<file path="config.mk">
export PLATFORM = sky130hd
export DESIGN_NAME = l1_line_coherence
export DESIGN_NICKNAME = d
export VERILOG_FILES = /design/src/rtl/l1_coh_pkg.sv /design/src/rtl/l1_use_timer.sv /design/src/rtl/l1_perm_map.sv /design/src/rtl/l1_line_decode.sv /design/src/rtl/l1_line_coherence.sv
export SDC_FILE = /design/constraint.sdc
export NUM_CORES = 1
export LEC_CHECK = 0
export BUFFER_PORTS_ARGS = -buffer_cell sky130_fd_sc_hd__buf_2
export CORE_ASPECT_RATIO = 1.2
export CORE_MARGIN = 3
export CORE_UTILIZATION = 35
export CTS_CLUSTER_DIAMETER = 120
export DETAILED_ROUTE_END_ITERATION = 12
export PLACE_DENSITY = 0.57
export SYNTH_ARGS = -nofsm -noshare
export SYNTH_HDL_FRONTEND = slang
export SYNTH_HIERARCHICAL = 1
export SYNTH_SLANG_ARGS = --single-unit
</file>
<file path="constraint.sdc">
create_clock -name clk -period 2.28 [get_ports clk]
set_clock_uncertainty 0.2 [all_clocks]
set_input_delay 0.228 -clock clk [delete_from_list [all_inputs] [get_ports clk]]
set_output_delay 0.228 -clock clk [all_outputs]
set_load 0.01 [all_outputs]
</file>
<file path="src/rtl/l1_coh_pkg.sv">
package l1_coh_pkg;

  typedef enum logic [3:0] {
    ST_I    = 4'd0,
    ST_S    = 4'd1,
    ST_O    = 4'd2,
    ST_M    = 4'd3,
    ST_M_W  = 4'd4,
    ST_MM   = 4'd5,
    ST_MM_W = 4'd6,
    ST_IM   = 4'd7,
    ST_SM   = 4'd8,
    ST_OM   = 4'd9,
    ST_IS   = 4'd10,
    ST_SI   = 4'd11,
    ST_OI   = 4'd12,
    ST_MI   = 4'd13,
    ST_II   = 4'd14
  } line_st_t;

  typedef enum logic [3:0] {
    EV_LOAD     = 4'd0,
    EV_IFETCH   = 4'd1,
    EV_STORE    = 4'd2,
    EV_REPLACE  = 4'd3,
    EV_FWD_SHR  = 4'd4,
    EV_FWD_EXC  = 4'd5,
    EV_FWD_DMA  = 4'd6,
    EV_INVAL    = 4'd7,
    EV_OWN_EXC  = 4'd8,
    EV_WB_ACK   = 4'd9,
    EV_WB_ACKD  = 4'd10,
    EV_WB_NACK  = 4'd11,
    EV_ACK      = 4'd12,
    EV_DATA_SHR = 4'd13,
    EV_DATA_EXC = 4'd14,
    EV_ALL_ACKS = 4'd15
  } evt_t;

  typedef enum logic [2:0] {
    RQ_NONE = 3'd0,
    RQ_GETS = 3'd1,
    RQ_GETX = 3'd2,
    RQ_PUTS = 3'd3,
    RQ_PUTO = 3'd4,
    RQ_PUTX = 3'd5
  } req_t;

  typedef enum logic [2:0] {
    RS_NONE     = 3'd0,
    RS_DATA     = 3'd1,
    RS_DATA_EX  = 3'd2,
    RS_ACK      = 3'd3,
    RS_UNBLK    = 3'd4,
    RS_UNBLK_EX = 3'd5,
    RS_WB_DATA  = 3'd6
  } rsp_t;

  localparam logic [1:0] PERM_NONE = 2'd0;
  localparam logic [1:0] PERM_RO   = 2'd1;
  localparam logic [1:0] PERM_RW   = 2'd2;

  function automatic logic in_lockout(input line_st_t s);
    return (s == ST_M_W) || (s == ST_MM_W);
  endfunction

  function automatic logic is_transient(input line_st_t s);
    return s >= ST_IM;
  endfunction

  function automatic logic refuses_reads(input line_st_t s);
    return (s == ST_IM) || (s == ST_IS) || (s == ST_SI) ||
           (s == ST_OI) || (s == ST_MI) || (s == ST_II);
  endfunction

  function automatic logic is_forward(input evt_t e);
    return (e >= EV_FWD_SHR) && (e <= EV_OWN_EXC);
  endfunction

  function automatic logic is_read(input evt_t e);
    return (e == EV_LOAD) || (e == EV_IFETCH);
  endfunction

  function automatic logic must_stall(input line_st_t s, input evt_t e);
    logic wr_or_rep;
    wr_or_rep = (e == EV_STORE) || (e == EV_REPLACE);
    return (is_transient(s) && wr_or_rep) ||
           (refuses_reads(s) && is_read(e)) ||
           (in_lockout(s) && ((e == EV_REPLACE) || is_forward(e)));
  endfunction

  function automatic logic [1:0] perm_of(input line_st_t s);
    case (s)
      ST_MM, ST_MM_W:                         return PERM_RW;
      ST_S, ST_O, ST_M, ST_M_W, ST_SM, ST_OM: return PERM_RO;
      default:                                return PERM_NONE;
    endcase
  endfunction

endpackage

</file>
<file path="src/rtl/l1_use_timer.sv">
module l1_use_timer
  import l1_coh_pkg::*;
#(
  parameter int USE_CYCLES = 50
) (
  input  logic clk,
  input  logic rst_n,
  input  logic arm,
  input  logic hold,
  output logic expire
);
  localparam int CW = $clog2(USE_CYCLES + 1);
  localparam logic [CW-1:0] LOAD_VAL = CW'(USE_CYCLES - 1);

  logic [CW-1:0] cnt;

  always_ff @(posedge clk) begin
    if (!rst_n) begin
      cnt <= '0;
    end else if (arm) begin
      cnt <= LOAD_VAL;
    end else if (hold && (cnt != '0)) begin
      cnt <= cnt - 1'b1;
    end
  end

  assign expire = hold && (cnt == '0);
endmodule

</file>
<file path="src/rtl/l1_perm_map.sv">
module l1_perm_map
  import l1_coh_pkg::*;
(
  input  line_st_t   st,
  output logic [1:0] perm
);
  always_comb perm = perm_of(st);
endmodule

</file>
<file path="src/rtl/l1_line_decode.sv">
module l1_line_decode
  import l1_coh_pkg::*;
(
  input  line_st_t   st,
  input  logic       evt_valid,
  input  logic [3:0] evt_code,
  input  logic       expire,
  output line_st_t   nxt,
  output req_t       req,
  output rsp_t       rsp,
  output logic       done,
  output logic       stall,
  output logic       arm
);
  evt_t ev;
  assign ev = evt_t'(evt_code);

  always_comb begin
    nxt   = st;
    req   = RQ_NONE;
    rsp   = RS_NONE;
    done  = 1'b0;
    stall = 1'b0;
    arm   = 1'b0;
    if (expire) begin
      nxt   = (st == ST_MM_W) ? ST_MM : ST_M;
      stall = evt_valid;
    end else if (evt_valid) begin
      if (must_stall(st, ev)) begin
        stall = 1'b1;
      end else begin
        case (st)
          ST_I: begin
            case (ev)
              EV_LOAD, EV_IFETCH: begin nxt = ST_IS; req = RQ_GETS; end
              EV_STORE:           begin nxt = ST_IM; req = RQ_GETX; end
              EV_INVAL:           rsp = RS_ACK;
              default: ;
            endcase
          end
          ST_S: begin
            case (ev)
              EV_LOAD, EV_IFETCH: done = 1'b1;
              EV_STORE:   begin nxt = ST_SM; req = RQ_GETX; end
              EV_REPLACE: begin nxt = ST_SI; req = RQ_PUTS; end
              EV_INVAL:   begin nxt = ST_I;  rsp = RS_ACK;  end
              default: ;
            endcase
          end
          ST_O: begin
            case (ev)
              EV_LOAD, EV_IFETCH: done = 1'b1;
              EV_STORE:   begin nxt = ST_OM; req = RQ_GETX; end
              EV_REPLACE: begin nxt = ST_OI; req = RQ_PUTO; end
              EV_FWD_SHR, EV_FWD_DMA: rsp = RS_DATA;
              EV_FWD_EXC: begin nxt = ST_I; rsp = RS_DATA_EX; end
              default: ;
            endcase
          end
          ST_M: begin
            case (ev)
              EV_LOAD, EV_IFETCH: done = 1'b1;
              EV_STORE:   begin nxt = ST_MM; done = 1'b1; end
              EV_REPLACE: begin nxt = ST_MI; req = RQ_PUTX; end
              EV_FWD_SHR: begin nxt = ST_O;  rsp = RS_DATA; end
              EV_FWD_EXC: begin nxt = ST_I;  rsp = RS_DATA_EX; end
              EV_FWD_DMA: rsp = RS_DATA;
              default: ;
            endcase
          end
          ST_MM: begin
            case (ev)
              EV_LOAD, EV_IFETCH, EV_STORE: done = 1'b1;
              EV_REPLACE: begin nxt = ST_MI; req = RQ_PUTX; end
              EV_FWD_SHR, EV_FWD_EXC: begin nxt = ST_I; rsp = RS_DATA_EX; end
              EV_FWD_DMA: rsp = RS_DATA;
              default: ;
            endcase
          end
          ST_M_W: begin
            case (ev)
              EV_LOAD, EV_IFETCH: done = 1'b1;
              EV_STORE: begin nxt = ST_MM_W; done = 1'b1; end
              default: ;
            endcase
          end
          ST_MM_W: begin
            case (ev)
              EV_LOAD, EV_IFETCH, EV_STORE: done = 1'b1;
              default: ;
            endcase
          end
          ST_IM, ST_SM: begin
            case (ev)
              EV_LOAD, EV_IFETCH: done = (st == ST_SM);
              EV_DATA_SHR, EV_DATA_EXC: nxt = ST_OM;
              EV_INVAL: begin nxt = ST_IM; rsp = RS_ACK; end
              default: ;
            endcase
          end
          ST_OM: begin
            case (ev)
              EV_LOAD, EV_IFETCH: done = 1'b1;
              EV_FWD_SHR: rsp = RS_DATA;
              EV_FWD_EXC: begin nxt = ST_IM; rsp = RS_DATA_EX; end
              EV_ALL_ACKS: begin
                nxt  = ST_MM_W;
                rsp  = RS_UNBLK_EX;
                done = 1'b1;
                arm  = 1'b1;
              end
              default: ;
            endcase
          end
          ST_IS: begin
            case (ev)
              EV_DATA_SHR: begin nxt = ST_S; rsp = RS_UNBLK; done = 1'b1; end
              EV_DATA_EXC: begin
                nxt  = ST_M_W;
                rsp  = RS_UNBLK_EX;
                done = 1'b1;
                arm  = 1'b1;
              end
              default: ;
            endcase
          end
          ST_SI: begin
            case (ev)
              EV_INVAL:   begin nxt = ST_II; rsp = RS_ACK; end
              EV_WB_ACK:  begin nxt = ST_I;  rsp = RS_UNBLK; end
              EV_WB_ACKD: begin nxt = ST_I;  rsp = RS_WB_DATA; end
              EV_WB_NACK: req = RQ_PUTS;
              default: ;
            endcase
          end
          ST_OI, ST_MI: begin
            case (ev)
              EV_FWD_SHR: begin nxt = ST_OI; rsp = RS_DATA; end
              EV_FWD_EXC: begin nxt = ST_II; rsp = RS_DATA_EX; end
              EV_WB_ACK:  begin nxt = ST_I;  rsp = RS_UNBLK; end
              EV_WB_ACKD: begin nxt = ST_I;  rsp = RS_WB_DATA; end
              EV_WB_NACK: begin nxt = ST_OI; req = RQ_PUTO; end
              default: ;
            endcase
          end
          ST_II: begin
            case (ev)
              EV_WB_ACK:  begin nxt = ST_I; rsp = RS_UNBLK; end
              EV_WB_NACK: nxt = ST_I;
              default: ;
            endcase
          end
          default: ;
        endcase
      end
    end
  end
endmodule

</file>
<file path="src/rtl/l1_line_coherence.sv">
module l1_line_coherence
  import l1_coh_pkg::*;
#(
  parameter int USE_CYCLES = 50
) (
  input  logic       clk,
  input  logic       rst_n,
  input  logic       evt_valid,
  input  logic [3:0] evt_code,
  output logic [3:0] line_state,
  output logic [1:0] perm,
  output logic       stall,
  output logic       done,
  output logic [2:0] req_type,
  output logic [2:0] rsp_type,
  output logic       lockout_expire
);
  line_st_t st_q;
  line_st_t st_nxt;
  req_t     req_w;
  rsp_t     rsp_w;
  logic     arm_w;
  logic     hold_w;
  logic     expire_w;

  assign hold_w = in_lockout(st_q);

  l1_use_timer #(.USE_CYCLES(USE_CYCLES)) u_timer (
    .clk    (clk),
    .rst_n  (rst_n),
    .arm    (arm_w),
    .hold   (hold_w),
    .expire (expire_w)
  );

  l1_line_decode u_decode (
    .st        (st_q),
    .evt_valid (evt_valid),
    .evt_code  (evt_code),
    .expire    (expire_w),
    .nxt       (st_nxt),
    .req       (req_w),
    .rsp       (rsp_w),
    .done      (done),
    .stall     (stall),
    .arm       (arm_w)
  );

  l1_perm_map u_perm (
    .st   (st_q),
    .perm (perm)
  );

  always_ff @(posedge clk) begin
    if (!rst_n) st_q <= ST_I;
    else        st_q <= st_nxt;
  end

  assign line_state     = st_q;
  assign req_type       = req_w;
  assign rsp_type       = rsp_w;
  assign lockout_expire = expire_w;
endmodule

</file>
==> results of run 1 <==
-- where the power goes --
group / internal (W) / switching [W] / total [W]
clock network: 0.000152 / 0.0000691 / 0.000221
registers: 0.000183 / 0.0000134 / 0.000196
logic: 0.000245 / 0.000291 / 0.000536
total: 0.000580 / 0.000373 / 0.000953
-- critical path: cells and delay by family (launching register included) --
family | cells | cell delay, ps
AO/OA/AOI/OAI | 3 | 490
buffers and inverters | 2 | 290
flip-flops | 1 | 360
AND/OR/NAND/NOR | 3 | 550
-- cell usage in the layout, fill, tap and decap left out, types with 4 or more instances in the layout --
master / Yosys / routed
o31a_1: 6 / 6
nand3_1: 8 / 8
nor2_1: 27 / 26
or2_1: 4 / 4
dfxtp_1: 10 / 4
and2_1: 5 / 5
clkbuf_8: 0 / 4
inv_1: 9 / 8
buf_12: 0 / 4
or2_2: 4 / 4
o21ai_0: 6 / 6
nor3_1: 12 / 12
nand2_1: 24 / 22
nor2b_1: 4 / 4
a31oi_1: 6 / 6
nand2b_1: 8 / 6
a211oi_1: 7 / 7
dfxtp_4: 0 / 4
nand2_2: 3 / 4
buf_4: 6 / 47
a21oi_1: 18 / 15
buf_2: 7 / 21
o21a_1: 4 / 4
nor4_1: 10 / 8
buf_6: 6 / 5
mux2i_1: 4 / 4
o22ai_1: 6 / 5
o21ai_1: 4 / 4
-- layout make-up --
| cell class | instances | area share |
|---|---|---|
| Multi-Input combinational cell | 233 | 0.6197 |
| Timing Repair Buffer | 77 | 0.2307 |
| Sequential cell | 10 | 0.08451 |
| Tap cell | 60 | 0.02914 |
| Clock buffer | 4 | 0.02137 |
| Inverter | 10 | 0.01457 |
-- cells by family (layout without fill, tap and decap cells) --
group | count (synthesis) | after routing | share of synthesized area
compound gates | 87 | 87 | 0.3318
xor+xnor | 4 | 4 | 0.02230
fa+ha+maj | 2 | 2 | 0.01311
buf+inv | 32 | 91 | 0.1029
flops | 10 | 10 | 0.1049
mux | 5 | 5 | 0.02689
simple gates | 135 | 135 | 0.3980
-- registers in the layout, indices dropped and copies added (netlist names) --
signal       flops
line_state       4
u_timer/cnt      6
-- through the flow --
step	setup slack, ps	area, sq um	setup TNS, ps	std cells
floorplan	38.36	1911	0	275
global placement	-51.06	2357	-51.06	384
detailed placement	-10.68	2357	-20.59	384
CTS	-115.5	2529	-348.9	394
global route	-150.7	2576	-978.0	394
finish	-68.73	2576	-156.6	394
-- per-layer routing --
layer  wire (um)  vias up  track usage
met5           0        -            0
met4         258        0       0.1038
met3         442       32      0.01963
met2        3469      140       0.3718
met1        2769     1133       0.2772
li1            -     1151            -
-- final timing paths --
check / start / to / cells after the start
setup reg to reg: line_state[2]$_SDFF_PN0_ / u_timer/cnt[1]$_SDFFE_PP0P_ / 10
hold / removal: rst_n / u_timer/cnt[4]$_SDFFE_PN0P_ / 2
setup / recovery: line_state[0]$_SDFF_PN0_ / req_type[2] / 8
hold reg to reg: u_timer/cnt[2]$_SDFFE_PP0P_ / u_timer/cnt[2]$_SDFFE_PP0P_ / 2
-- timing repair --
action,4_1_cts,5_1_grt
gates cloned,0,0
resized for setup,21,12
setup buffers,6,0
pin swaps,6,6
endpoints found under the setup margin,9,11
==> impl_metrics.py, run 1 <==
metrics = {
    "floorplan": {
        "die_x_um": 73.40,
        "dieHeight_um": 86.88,
        "start_util": 0.3730,
        "dieArea_sq_mm": 0.006377,
        "core_sq_mm": 0.005115,
        "num_rows": 28,
        "io_pins": 22,
    },
    "timing": {
        "hold_violations": 0,
        "fin_crit_sh": 1.030,
        "fmax_mhz": 425.8,
        "slew_viol_final": 0,
        "rsz0062_at_grt": "true",
        "fin_ws_ps": -68.73,
        "slew_headroom": 0.6966,
        "min_period_ps": 2349,
        "worst_pin_slew_ps": 454.2,
        "setup_viol": 4,
        "holdWs_ps": 101.2,
    },
    "clocking": {
        "clk_path_buf_depth": 2,
        "hold_buffers": 0,
        "cts_max_level": 1,
        "numCtsBuffers": 3,
        "cts_root_buffer": "clkbuf_8",
        "cts_tree": "built",
        "clk_latency_ps": 230,
        "clock-sinks": 10,
        "path_clk_slew_ps": 50,
    },
    "place": {
        "place.gp.congestion": 0.9732,
        "portBuffers": 21,
        "dp_hpwl_um": 5235,
    },
    "final_layout": {
        "fin_nets": 344,
        "area_delta_synth_final_pct": 35.02,
        "multi_input_area_sq_mm": 0.001597,
        "ff_latch_area_sq_um": 217.7,
        "drive_gt1_frac": 0.3982,
        "finish.utilization": 0.5037,
        "diodes": 0,
        "nFillCells": 509,
    },
    "synth": {
        "synth.cell_area_sq_mm": 0.001908,
        "synth_area_leaders": "dfxtp_1 10%, nor2_1 5.3%, a21oi_1 4.7%",
        "synth_area_per_cell_sq_um": 6.938,
        "synth_cell_type_count": 75,
        "ys_seq_area_frac": 0.1049,
        "synth_nets": 284,
        "synth_edf_count": 0,
        "async_flop_share": 0,
        "synth_top_area_frac": 0.1049,
        "yosysMostFrequentCell": "nor2_1",
        "ys_seq_elements": 10,
        "syn-instance-count": 275,
        "synth_flop_cell": "dfxtp_1",
        "synth_commonest_cells": "27 x nor2_1, 24 x nand2_1, 18 x a21oi_1",
        "synth.largest_area_cell": "dfxtp_1",
        "yosys_warnings": 6,
    },
    "worst_setup_path": {
        "path_max_fanout": 6,
        "worst_setup_path_start_kind": "flop",
        "regToRegSetupSlack_ps": 10,
        "crit_type": "reg2out",
        "slowest_delay_ps": 360,
        "cp.required_ps": 1850,
        "cp.arrival_ps": 1920,
        "worstPathCellList": "buf_6 > a21o_1 > o211ai_1 > a2bb2oi_2 > and3_4 > nand2_4 > nor4_2 > buf_2",
        "cpMaxStageDelayCell": "dfxtp_4",
        "end_kind": "output pin",
    },
    "global_route": {
        "grt_pass1_vias": 2387,
        "antenna_found_initial": 0,
        "gr-usage-all-layers": 0.2197,
        "grt_overflow": 0,
        "grt_start_max_net_pins": 24,
        "grt_pass1_wl_um": 11290,
    },
    "drt": {
        "drt-initial-drc-count": 357,
        "drc_errors": 0,
        "dr.pass1.iters": 5,
        "vias": 2456,
        "ant_nets": 0,
        "viasPerCell": 6.234,
        "finalWirelength_um": 6939,
        "routedWlPerCell_um": 17.61,
    },
    "run_status": {
        "violations": "negative setup slack",
        "outcome": "complete, but fails checks",
    },
    "min_path": {
        "hp-class": "in2reg",
    },
    "flow_run": {
        "drv_cap": 0,
    },
    "power_and_ir_drop": {
        "p_leak_nw": 0.9749,
        "design_power_total_w": 0.0009529,
        "irDropWorstVdd_uv": 401.9,
        "powerDensity_mw_per_mm2": 369.9,
    },
}
Note: power is estimated with default switching activity, not from simulation.
==> run 2, diff against run 1 <==
CELL_PAD_IN_SITES_DETAIL_PLACEMENT = 0   (was default)
CELL_PAD_IN_SITES_GLOBAL_PLACEMENT = 1   (was default)
PLACE_DENSITY = 0.74   (was 0.57)
==> impl_metrics.py, run 2 (synthesis gave the netlist of run 1 again) <==
metrics = {
    "run_status": {
        "outcome": "complete, but fails checks",
        "violations": "negative setup slack",
    },
    "drt": {
        "viasPerCell": 6.138,
        "drt-initial-drc-count": 265,
        "drc_errors": 0,
        "routedWlPerCell_um": 17.58,
        "vias": 2406,
        "dr.pass1.iters": 5,
        "ant_nets": 0,
        "finalWirelength_um": 6892,
    },
    "power_and_ir_drop": {
        "irDropWorstVdd_uv": 363.0,
        "powerDensity_mw_per_mm2": 368.7,
        "design_power_total_w": 0.0009231,
        "p_leak_nw": 0.9528,
    },
    "clocking": {
        "cts_max_level": 1,
        "path_clk_slew_ps": 50,
        "cts_tree": "built",
        "cts_root_buffer": "clkbuf_8",
        "clock-sinks": 10,
        "numCtsBuffers": 3,
        "clk_path_buf_depth": 2,
        "clk_latency_ps": 240,
    },
    "place": {
        "dp_cells": 384,
        "place.gp.congestion": 0.9525,
        "dp_hpwl_um": 5274,
        "portBuffers": 21,
    },
    "final_layout": {
        "top_register": "u_timer/cnt",
        "finish.utilization": 0.4895,
        "fin_cells": 392,
        "fin_nets": 342,
        "most-common-layout-cells": "52 x buf_4, 25 x nor2_1, 23 x nand2_1",
        "final_common_cell": "buf_4",
        "drive_gt1_frac": 0.3855,
        "area_delta_synth_final_pct": 31.21,
        "diodes": 0,
        "largest_reg_flops": 6,
    },
    "timing": {
        "fmax_mhz": 424.4,
        "min_period_ps": 2356,
        "fin_ws_ps": -76.03,
        "hold_violations": 0,
        "rsz0062_at_grt": "true",
        "worst_pin_slew_ps": 541.9,
        "slew_headroom": 0.6365,
        "slew_viol_final": 0,
        "fin_crit_sh": 1.033,
        "setup_tns_ps": -196.3,
        "setup_viol": 3,
    },
    "floorplan": {
        "num_rows": 28,
        "die_x_um": 73.40,
        "core_sq_mm": 0.005115,
        "dieArea_sq_mm": 0.006377,
        "start_util": 0.3730,
        "dieHeight_um": 86.88,
        "io_pins": 22,
    },
    "global_route": {
        "gr-usage-all-layers": 0.2197,
        "grt_pass1_vias": 2368,
        "grt_pass1_wl_um": 11220,
        "grt_start_max_net_pins": 14,
        "grt_overflow": 0,
        "antenna_found_initial": 0,
    },
    "worst_setup_path": {
        "worst_setup_path_start_kind": "flop",
        "cp.required_ps": 1850,
        "crit_type": "reg2out",
        "cp.arrival_ps": 1930,
        "crit_family": "compound AO/OA/AOI/OAI gates",
        "regToRegSetupSlack_ps": 0,
        "cp.depth": 8,
        "slowest_delay_ps": 380,
        "path_max_fanout": 6,
        "path_buf_inv": 3,
        "r2r_cells": 8,
        "rr_endpoint": "line_state[2]$_SDFF_PN0_",
        "cpMaxStageDelayCell": "dfxtp_4",
        "setup.worst_path.start": "line_state[2]$_SDFF_PN0_",
        "end_kind": "output pin",
        "rr_startpoint": "line_state[2]$_SDFF_PN0_",
        "worstPathCellList": "buf_6 > nand3b_1 > o211ai_1 > a2bb2oi_2 > and3_4 > inv_1 > a41oi_2 > buf_2",
        "critPathCapture": "done",
    },
    "min_path": {
        "hp-class": "in2reg",
    },
    "flow_run": {
        "drv_cap": 0,
    },
}
run 2: layer usage:
metal	global-route usage	part of all wire	vias up
li1	-	-	1143
met1	0.2624	0.40	1115
met2	0.3808	0.49	114
met3	0.01501	0.058	34
met4	0.1269	0.044	0
met5	0	0	-
run 2: where the power goes:
group	total, W	switching (W)	internal, W
logic	0.000501	0.000283	0.000218
registers	0.000197	0.0000142	0.000182
clock network	0.000225	0.0000732	0.000152
total	0.000923	0.000370	0.000553
run 2: worst min path at each step:
stage / startpoint / cells past startpoint / end
after floorplan: rst_n / 1 / line_state[0]$_SDFF_PN0_
after global placement: u_timer/cnt[3]$_SDFFE_PP0P_ / 2 / u_timer/cnt[3]$_SDFFE_PP0P_
after detailed placement: u_timer/cnt[3]$_SDFFE_PP0P_ / 2 / u_timer/cnt[3]$_SDFFE_PP0P_
after CTS: rst_n / 2 / u_timer/cnt[4]$_SDFFE_PN0P_
after global routing: rst_n / 2 / u_timer/cnt[4]$_SDFFE_PN0P_
final: rst_n / 2 / u_timer/cnt[4]$_SDFFE_PN0P_
run 2: worst reg2reg max path, stage by stage, from the launching register on:
cell	delay [ps]
dfxtp_4	370
buf_6	130
buf_4	140
nand2_1	240
nor2_1	110
a221oi_2	380
nand4_1	170
a211o_1	310
and2_1	130
run 2: cell type report:
cell class | instances | area [sq um]
tap | 60 | 75.07
timing repair buffer | 75 | 524.3
multi-input combinational | 233 | 1600
fill | 529 | 2611
sequential | 10 | 211.5
inverter | 10 | 37.54
clock buffer | 4 | 55.05
run 2: metrics by stage:
step / setup slack [ps] / instance area [sq um] / hold slack, ps
final: -76.03 / 2504 / 101.3
after global placement: -7.218 / 2307 / 301.0
after CTS: -57.76 / 2447 / 95.55
after floorplan: 38.36 / 1911 / 149.7
after global routing: -187.7 / 2504 / 101.1
after detailed placement: -17.48 / 2307 / 309.9
run 2: repair_timing:
item | in CTS | in global routing
buffers inserted | 4 | 0
hold buffers | 0 | 0
endpoints found under the hold margin | 0 | 0
resized for setup | 19 | 12
endpoints found under the setup margin | 9 | 13
pin swaps | 3 | 5
==> run 3, diff against run 2 <==
CORE_ASPECT_RATIO = default   (was 1.2)
CORE_UTILIZATION = 39   (was 35)
PLACE_DENSITY = 0.81   (was 0.74)
==> impl_metrics.py, run 3 (synthesis gave the netlist of run 1 again) <==
metrics = {
    "run_status": {
        "outcome": "complete, but fails checks",
        "violations": "negative setup slack",
    },
    "final_layout": {
        "final_common_cell": "buf_4",
        "area_delta_synth_final_pct": 40.07,
        "most-common-layout-cells": "47 x buf_4, 24 x nor2_1, 21 x buf_2, 21 x nand2_1, 14 x a21oi_1",
        "largest_reg_flops": 6,
        "fin_nets": 345,
        "drive_gt1_frac": 0.4251,
        "fin_cells": 399,
        "top_register": "u_timer/cnt",
        "diodes": 0,
        "finish.utilization": 0.5894,
    },
    "clocking": {
        "cts_max_level": 1,
        "path_clk_slew_ps": 50,
        "clk_path_buf_depth": 2,
        "cts_root_buffer": "clkbuf_8",
        "clk_latency_ps": 230,
        "cts_tree": "built",
        "hold_buffers": 0,
        "numCtsBuffers": 3,
        "clock-sinks": 10,
    },
    "global_route": {
        "grt_start_max_net_pins": 21,
        "grt_pass1_wl_um": 11480,
        "grt_overflow": 0,
        "gr-usage-all-layers": 0.2377,
        "grt_pass1_vias": 2289,
        "antenna_found_initial": 0,
    },
    "min_path": {
        "hp-class": "in2reg",
        "hp-start": "rst_n",
    },
    "floorplan": {
        "die_x_um": 75.95,
        "start_util": 0.4208,
        "num_rows": 24,
        "io_pins": 22,
        "dieHeight_um": 75.95,
        "core_sq_mm": 0.004534,
        "dieArea_sq_mm": 0.005768,
    },
    "worst_setup_path": {
        "end_kind": "output pin",
        "path_max_fanout": 9,
        "rr_startpoint": "line_state[0]$_SDFF_PN0_",
        "crit_type": "reg2out",
        "crit_family": "simple AND/OR/NAND/NOR gates",
        "cpMaxStageDelayCell": "or4_1",
        "worstPathCellList": "buf_8 > buf_8 > or4_1 > o21ai_1 > nand2_1 > a41oi_2 > buf_2",
        "path_buf_inv": 3,
        "setup.worst_path.start": "line_state[2]$_SDFF_PN0_",
        "worst_setup_path_start_kind": "flop",
        "cp.required_ps": 1850,
        "cp_common_cell": "buf_8",
        "cp.arrival_ps": 1890,
        "slowest_delay_ps": 530,
    },
    "drt": {
        "routedWlPerCell_um": 18.35,
        "ant_nets": 0,
        "drt-initial-drc-count": 394,
        "finalWirelength_um": 7322,
        "drc_errors": 0,
        "vias": 2503,
        "dr.pass1.iters": 6,
        "viasPerCell": 6.273,
    },
    "place": {
        "portBuffers": 21,
        "place.gp.congestion": 0.9892,
        "dp_cells": 388,
        "dp_hpwl_um": 4932,
    },
    "power_and_ir_drop": {
        "irDropWorstVdd_uv": 188.9,
        "p_leak_nw": 0.9937,
        "powerDensity_mw_per_mm2": 361.4,
    },
    "timing": {
        "setup_tns_ps": -105.0,
        "slew_headroom": 0.7309,
        "fin_ws_ps": -33.55,
        "rsz0062_at_grt": "true",
        "fmax_mhz": 432.2,
        "fin_crit_sh": 1.015,
        "hold_violations": 0,
        "min_period_ps": 2314,
        "slew_viol_final": 0,
        "setup_viol": 4,
        "worst_pin_slew_ps": 401.7,
    },
    "flow_run": {
        "drv_cap": 0,
    },
}
run 3: tightest hold or removal path, cell delays in order:
cell,delay (ps)
buf_2,150
o31ai_1,70
nor3_1,40
run 3: worst paths after layout:
path | end | slack (ps) | depth (start not counted)
worst max-delay path | done | -30 | 7
worst min-delay path | u_timer/cnt[0]$_SDFFE_PN0P_ | 100 | 3
worst max register to register | u_timer/cnt[1]$_SDFFE_PP0P_ | 20 | 10
worst min register to register | u_timer/cnt[3]$_SDFFE_PP0P_ | 310 | 2
run 3: power by group:
part	total (W)	internal [W]	switching, W
Combinational	0.000583	0.000271	0.000312
Clock	0.000183	0.000115	0.0000672
Sequential	0.000200	0.000183	0.0000168
Total	0.000966	0.000570	0.000396
run 3: routing by layer:
layer,wire [um],global-route usage,up-vias
li1,-,-,1154
met2,3217,0.3750,175
met1,3098,0.3317,1150
met4,155,0.04710,0
met5,0,0,-
met3,851,0.05450,24
run 3: what timing repair did:
action / 4_1_cts / 5_1_grt
setup buffers: 1 / 5
gates cloned: 1 / 1
pin swaps: 5 / 3
endpoints found under the setup margin: 7 / 11
resized for setup: 26 / 26
run 3: final cells by class:
class	count	area [sq um]
multi-input combinational	233	1648
clock buffer	3	41.29
inverter	10	37.54
tap	65	81.33
fill	407	1862
sequential	10	217.7
timing repair buffer	78	646.9
run 3: through the flow:
stage               instance area, sq um  hold WS (ps)  setup WS (ps)  total power, W
floorplan                           1911         149.7          38.36       0.0005045
global placement                    2344         306.1          15.18       0.0006683
detailed placement                  2344         307.4         -5.301       0.0006653
CTS                                 2506         94.08         -2.976       0.0008882
global route                        2673         115.6         -141.7        0.001019
finish                              2673         95.08         -33.55       0.0009659
